File: config.mk
export PLATFORM = sky130hd
export DESIGN_NAME = sc_core
export DESIGN_NICKNAME = d
export VERILOG_FILES = /design/src/rtl/sc_pkg.sv /design/src/rtl/sc_decode.sv /design/src/rtl/sc_alu.sv /design/src/rtl/sc_regfile.sv /design/src/rtl/sc_core.sv
export SDC_FILE = /design/constraint.sdc
export NUM_CORES = 2
export LEC_CHECK = 0
export ABC_CLOCK_PERIOD_IN_PS = 21400
export BUFFER_PORTS_ARGS = -buffer_cell sky130_fd_sc_hd__buf_2
export CORE_MARGIN = 2
export CORE_UTILIZATION = 30
export CTS_CLUSTER_SIZE = 28
export DETAILED_ROUTE_END_ITERATION = 8
export GPL_TIMING_DRIVEN = 0
export PLACE_DENSITY = 0.47
export SYNTH_ARGS = -nofsm -noshare
export SYNTH_HDL_FRONTEND = slang
export SYNTH_SLANG_ARGS = --single-unit
File: constraint.sdc
create_clock -name clk_i -period 21.4 [get_ports clk_i]
set_input_delay 4.28 -clock clk_i [delete_from_list [all_inputs] [get_ports clk_i]]
set_output_delay 4.28 -clock clk_i [all_outputs]
set_load 0.01 [all_outputs]
File: src/rtl/sc_pkg.sv
package sc_pkg;
  localparam logic [5:0] OP_RTYPE = 6'h00;
  localparam logic [5:0] OP_LW    = 6'h23;
  localparam logic [5:0] OP_SW    = 6'h2B;
  localparam logic [5:0] OP_BEQ   = 6'h04;
  localparam logic [5:0] OP_LUI   = 6'h0F;

  localparam logic [5:0] FN_ADD = 6'h20;
  localparam logic [5:0] FN_SUB = 6'h22;
  localparam logic [5:0] FN_AND = 6'h24;
  localparam logic [5:0] FN_OR  = 6'h25;
  localparam logic [5:0] FN_SLT = 6'h2A;

  typedef enum logic [2:0] {
    ALU_ADD, ALU_SUB, ALU_AND, ALU_OR, ALU_SLT
  } alu_op_e;

  typedef enum logic [1:0] {
    WB_ALU, WB_MEM, WB_LUI
  } wb_sel_e;

  typedef struct packed {
    logic    reg_we;
    logic    dst_rd;   // 1: rd field, 0: rt field
    logic    src_imm;  // ALU operand B from immediate
    logic    mem_we;
    logic    branch;
    wb_sel_e wb_sel;
    alu_op_e alu_op;
  } ctrl_t;
endpackage

File: src/rtl/sc_decode.sv
module sc_decode
  import sc_pkg::*;
(
  input  logic [5:0] op_i,
  input  logic [5:0] funct_i,
  output ctrl_t      ctrl_o
);
  always_comb begin
    ctrl_o = '{reg_we: 1'b0, dst_rd: 1'b0, src_imm: 1'b0, mem_we: 1'b0,
               branch: 1'b0, wb_sel: WB_ALU, alu_op: ALU_ADD};
    unique case (op_i)
      OP_RTYPE: begin
        ctrl_o.dst_rd = 1'b1;
        ctrl_o.reg_we = 1'b1;
        unique case (funct_i)
          FN_ADD:  ctrl_o.alu_op = ALU_ADD;
          FN_SUB:  ctrl_o.alu_op = ALU_SUB;
          FN_AND:  ctrl_o.alu_op = ALU_AND;
          FN_OR:   ctrl_o.alu_op = ALU_OR;
          FN_SLT:  ctrl_o.alu_op = ALU_SLT;
          default: ctrl_o.reg_we = 1'b0;
        endcase
      end
      OP_LW: begin
        ctrl_o.reg_we  = 1'b1;
        ctrl_o.src_imm = 1'b1;
        ctrl_o.wb_sel  = WB_MEM;
      end
      OP_SW: begin
        ctrl_o.src_imm = 1'b1;
        ctrl_o.mem_we  = 1'b1;
      end
      OP_BEQ: begin
        ctrl_o.branch = 1'b1;
        ctrl_o.alu_op = ALU_SUB;
      end
      OP_LUI: begin
        ctrl_o.reg_we  = 1'b1;
        ctrl_o.src_imm = 1'b1;
        ctrl_o.wb_sel  = WB_LUI;
      end
      default: ;
    endcase
  end
endmodule

File: src/rtl/sc_alu.sv
module sc_alu
  import sc_pkg::*;
#(
  parameter int XLEN = 32
) (
  input  logic [XLEN-1:0] a_i,
  input  logic [XLEN-1:0] b_i,
  input  alu_op_e         op_i,
  output logic [XLEN-1:0] y_o,
  output logic            zero_o
);
  logic lt;
  assign lt = $signed(a_i) < $signed(b_i);

  always_comb begin
    unique case (op_i)
      ALU_SUB: y_o = a_i - b_i;
      ALU_AND: y_o = a_i & b_i;
      ALU_OR:  y_o = a_i | b_i;
      ALU_SLT: y_o = {{(XLEN-1){1'b0}}, lt};
      default: y_o = a_i + b_i;
    endcase
  end

  assign zero_o = (y_o == '0);
endmodule

File: src/rtl/sc_regfile.sv
module sc_regfile #(
  parameter int XLEN = 32,
  parameter int NREG = 32,
  parameter int NRP  = 2,
  localparam int AW  = $clog2(NREG)
) (
  input  logic            clk_i,
  input  logic            rst_ni,
  input  logic [AW-1:0]   raddr_i [NRP],
  output logic [XLEN-1:0] rdata_o [NRP],
  input  logic            we_i,
  input  logic [AW-1:0]   waddr_i,
  input  logic [XLEN-1:0] wdata_i
);
  logic [XLEN-1:0] regs_q [NREG];

  always_ff @(posedge clk_i or negedge rst_ni) begin
    if (!rst_ni) begin
      for (int i = 0; i < NREG; i++) regs_q[i] <= '0;
    end else if (we_i && waddr_i != '0) begin
      regs_q[waddr_i] <= wdata_i;
    end
  end

  for (genvar p = 0; p < NRP; p++) begin : g_rport
    assign rdata_o[p] = (raddr_i[p] == '0) ? '0 : regs_q[raddr_i[p]];
  end
endmodule

File: src/rtl/sc_core.sv
module sc_core
  import sc_pkg::*;
#(
  parameter int XLEN = 32,
  parameter int NREG = 32
) (
  input  logic            clk_i,
  input  logic            rst_ni,
  output logic [XLEN-1:0] imem_addr_o,
  input  logic [31:0]     imem_data_i,
  output logic [XLEN-1:0] dmem_addr_o,
  output logic [XLEN-1:0] dmem_wdata_o,
  output logic            dmem_we_o,
  input  logic [XLEN-1:0] dmem_rdata_i
);
  localparam int AW = $clog2(NREG);

  logic [XLEN-1:0] pc_q, pc_d, pc_plus4, br_tgt;
  logic [5:0]      op, funct;
  logic [AW-1:0]   rs, rt, rd, dst;
  logic [15:0]     imm;
  logic [XLEN-1:0] imm_sx, imm_hi, rs_val, rt_val, alu_b, alu_y, wb_val;
  logic            alu_zero;
  ctrl_t           ctrl;
  logic [AW-1:0]   raddr [2];
  logic [XLEN-1:0] rdata [2];

  assign op    = imem_data_i[31:26];
  assign rs    = imem_data_i[25:21];
  assign rt    = imem_data_i[20:16];
  assign rd    = imem_data_i[15:11];
  assign imm   = imem_data_i[15:0];
  assign funct = imem_data_i[5:0];

  assign imm_sx = {{(XLEN-16){imm[15]}}, imm};
  assign imm_hi = {imm, {(XLEN-16){1'b0}}};

  sc_decode u_dec (.op_i(op), .funct_i(funct), .ctrl_o(ctrl));

  assign raddr[0] = rs;
  assign raddr[1] = rt;
  assign rs_val   = rdata[0];
  assign rt_val   = rdata[1];
  assign dst      = ctrl.dst_rd ? rd : rt;

  sc_regfile #(.XLEN(XLEN), .NREG(NREG), .NRP(2)) u_rf (
    .clk_i  (clk_i),
    .rst_ni (rst_ni),
    .raddr_i(raddr),
    .rdata_o(rdata),
    .we_i   (ctrl.reg_we),
    .waddr_i(dst),
    .wdata_i(wb_val)
  );

  assign alu_b = ctrl.src_imm ? imm_sx : rt_val;

  sc_alu #(.XLEN(XLEN)) u_alu (
    .a_i   (rs_val),
    .b_i   (alu_b),
    .op_i  (ctrl.alu_op),
    .y_o   (alu_y),
    .zero_o(alu_zero)
  );

  always_comb begin
    unique case (ctrl.wb_sel)
      WB_MEM:  wb_val = dmem_rdata_i;
      WB_LUI:  wb_val = imm_hi;
      default: wb_val = alu_y;
    endcase
  end

  // dedicated incrementer, independent of the ALU
  assign pc_plus4 = pc_q + XLEN'(4);
  assign br_tgt   = pc_plus4 + {imm_sx[XLEN-3:0], 2'b00};
  assign pc_d     = (ctrl.branch && alu_zero) ? br_tgt : pc_plus4;

  always_ff @(posedge clk_i or negedge rst_ni) begin
    if (!rst_ni) pc_q <= '0;
    else         pc_q <= pc_d;
  end

  assign imem_addr_o  = pc_q;
  assign dmem_addr_o  = alu_y;
  assign dmem_wdata_o = rt_val;
  assign dmem_we_o    = ctrl.mem_we;
endmodule

==> results.ini <==
[outcome]
status = finished, violations left
failed_checks = max-capacitance violations, max-slew violations

[place]
io_buffers = 152
placed_cell_area_um2 = 65800
gp_congestion = 1.03
dpl_worst_slack_ns = 3.08
dp_hpwl_um = 229000

[global_route]
overflow = 0
grt_pass1_vias = 52000
antenna_found_initial = 23
grt.total_usage_pct = 28.5
grt_max_degree = 164
grt_pass1_wl_um = 415000

[die]
die_w_um = 456
die_area_um2 = 208000
pin_count = 163
start_util_pct = 30.2
core_um2 = 203000
rows = 165
die_h_um = 456

[setup_path]
cp-end-kind = primary output
r2r_start = u_rf.regs_q[974]
r2r_end = u_rf.regs_q[415]
reg2reg_depth = 19
cp_max_fo = 10
path_class = in -> out
required_ns = 17.12
arrival_ns = 14.81
reg2reg_slack_ns = 12.49
crit_path_start_kind = input port

[logic_synthesis]
synth_top_family_by_area = multiplexers
synth_top_cell_area_share_pct = 43.1
synth_compound_area_share_pct = 14.7
async_reset_ff_share_pct = 100
netlist_area_um2 = 61200
synth_xor_area_share_pct = 0.901
muxShareOfSynthArea_pct = 23.4
syn_inst = 5830
synthTopCellsByArea = dfrtp_1 (43%), mux4_2 (21%), o21ai_0 (8.8%)
synth_flop_cell = dfrtp_1
avgSynthCellArea_um2 = 10.5
yosys.area.top_type = dfrtp_1
synth_fa_ha_area_share_pct = 2.73
ys_seq_elements = 1054
synth-edff-count = 0
synthSimpleGateAreaFrac_pct = 10.9
synth_warnings = 0
ys_types = 90
seq_area_frac_synth_pct = 43.1

[routing]
firstDrtPassIters = 6
post_drt_wl_per_cell_um = 33.8
via_count = 53100
via_per_inst = 5.95
ant_nets = 0
drc = 0
drt_iter0_drc = 6651
wirelength_um = 302000

[clocking]
cts_tree = built
clk_pin_slew_ns = 0.06
cts.sinks = 1054
post_cts_buffers = 0
htree_levels = 3
cts_buffer_depth = 3
cts-buffers-inserted = 120
clock_latency_ns = 0.79
cts_resized = 0
root_buffer = clkbuf_16
cts_hold_buf = 0

[layout]
fin_nets = 6332
finalInstanceArea_um2 = 70000
fillers = 20600
drive_gt1_share_pct = 17.3
area_delta_synth_final_pct = 14.4
multi_input_area_um2 = 32300
area.sequential_um2 = 26400

[job]
drv_cap = 9

[timing]
period_share_pct = 89.2
clock.fmax_ghz = 0.0524
finalCriticalPeriod_ns = 19.09
slew_headroom_pct = -4.27
rsz0062_at_grt = no
worst_slew_pin_slew_ns = 1.55
setup_viol = 0
timing.hold.ws_ns = 0.478
worst_clock_skew_ns = 0.0578
hold_violations = 0
setup_ws_ns = 2.31
maxSlewViolCount = 75

[worst_hold_path]
hold_path_depth = 1
min-delay-start = u_rf.regs_q[1010]
worst_hold_path_type = reg -> reg
min_to = u_rf.regs_q[1010]

[power]
leakagePower_nw = 29.6
p_per_area_nw_per_um2 = 67.5
ir_worst_vdd_uv = 65.7

## routing by layer
| metal | track usage, % | vias up | wire (um) | share of wire [%] |
|---|---|---|---|---|
| met5 | 0 | - | 75 | 0.025 |
| met3 | 8.68 | 718 | 32200 | 11 |
| met1 | 36.3 | 27700 | 116000 | 39 |
| met2 | 42.5 | 2892 | 132000 | 44 |
| li1 | - | 21800 | - | - |
| met4 | 17.0 | 10 | 20800 | 6.9 |
## cell type report
cell class / count / share of cell area (%)
Clock inverter: 31 / 0.620
Tap cell: 2672 / 4.77
Multi-Input combinational cell: 4095 / 46.1
Timing Repair Buffer: 181 / 1.75
Antenna cell: 15 / 0.0536
Inverter: 116 / 0.622
Clock buffer: 194 / 5.25
Buffer: 566 / 3.19
Sequential cell: 1054 / 37.7
## worst max path at each step
| stage | start | to | slack, ns | cells after the start |
|---|---|---|---|---|
| floorplan | imem_data_i[21] | dmem_addr_o[31] | 7.77 | 18 |
| global placement | rst_ni | u_rf.regs_q[284] | -8.52 | 1 |
| detailed placement | imem_data_i[16] | dmem_addr_o[29] | 3.08 | 20 |
| CTS | imem_data_i[16] | dmem_addr_o[29] | 3.07 | 20 |
| global route | imem_data_i[16] | dmem_addr_o[31] | 2.37 | 21 |
| finish | imem_data_i[16] | dmem_addr_o[31] | 2.31 | 21 |
## worst max-delay path, cell delays in order
cell and delay [ns]:
clkbuf_1 0.28, buf_2 0.49, buf_2 0.67, clkbuf_2 0.76, clkbuf_1 1.15, nor3_2 0.36
clkbuf_1 0.62, nor3_1 1.33, mux2i_1 0.52, ha_1 0.47, clkbuf_1 0.26, a21o_1 0.26
a21oi_1 0.45, o211ai_1 0.27, a2111oi_0 0.74, or3_1 0.27, o21ai_0 0.11, o41ai_1 0.56
o211ai_1 0.17, o21ai_0 0.45, buf_2 0.29
## layout by cell type, fill, tap and decap left out, drive strengths merged, types with 14 or more instances in the layout
cell,instances
a21o,50
clkinv,23
a221o,22
ha,129
nand3,50
a211oi,19
xnor2,37
a22oi,21
o21a,17
and3,14
a221oi,30
mux4,574
mux2,39
dfrtp,1054
o21ai,1086
clkbuf,667
inv,116
o211ai,20
nand2b,68
diode,15
o22ai,29
nor2b,31
nand2,1133
nor3,44
a21oi,176
mux2i,94
xor2,26
o221ai,20
nor2,181
buf,274
a211o,16
## registers in the layout, indices dropped and copies added, names as in the netlist
signal,count
imem_addr_o,30
u_rf.regs_q,1024
## per-stage QoR
step	total power, mW	TNS [ns]	utilization (%)	std cells
after global routing	4.84	0	34.6	8915
after floorplan	2.30	0	-	5831
after global placement	2.55	-8753.77	32.3	8655
after detailed placement	2.56	0	32.5	8682
after CTS	4.72	0	34.5	8907
final	4.72	0	34.6	8924
## Yosys cell counts, drive strengths merged (16+ instances only)
| master | number |
|---|---|
| o21a | 17 |
| xor2 | 26 |
| nor3 | 44 |
| xnor2 | 37 |
| mux4 | 574 |
| a22oi | 21 |
| a21o | 50 |
| a211o | 16 |
| nand2b | 68 |
| a221o | 22 |
| o22ai | 29 |
| inv | 114 |
| a221oi | 30 |
| buf | 95 |
| nand2 | 1133 |
| nor2 | 181 |
| o21ai | 1086 |
| nand3 | 50 |
| nor2b | 31 |
| mux2 | 39 |
| a211oi | 19 |
| a21oi | 176 |
| dfrtp | 1054 |
| ha | 129 |
| o211ai | 20 |
| mux2i | 94 |
| clkbuf | 471 |
| o221ai | 20 |
## cells by family (layout without fill, tap and decap cells)
group           Yosys count  in the layout
fa+ha+maj               132            132
xor+xnor                 63             63
mux                     707            707
simple gates           1600           1600
buf+inv                 682           1088
compound gates         1591           1591
other cells               1             17
flops                  1054           1054
## power breakdown
group          internal, mW  switching (mW)
sequential             2.01          0.0175
clock                  1.26           0.933
combinational         0.139           0.365
total                  3.41            1.32
Note: power is estimated with default switching activity, not from simulation.
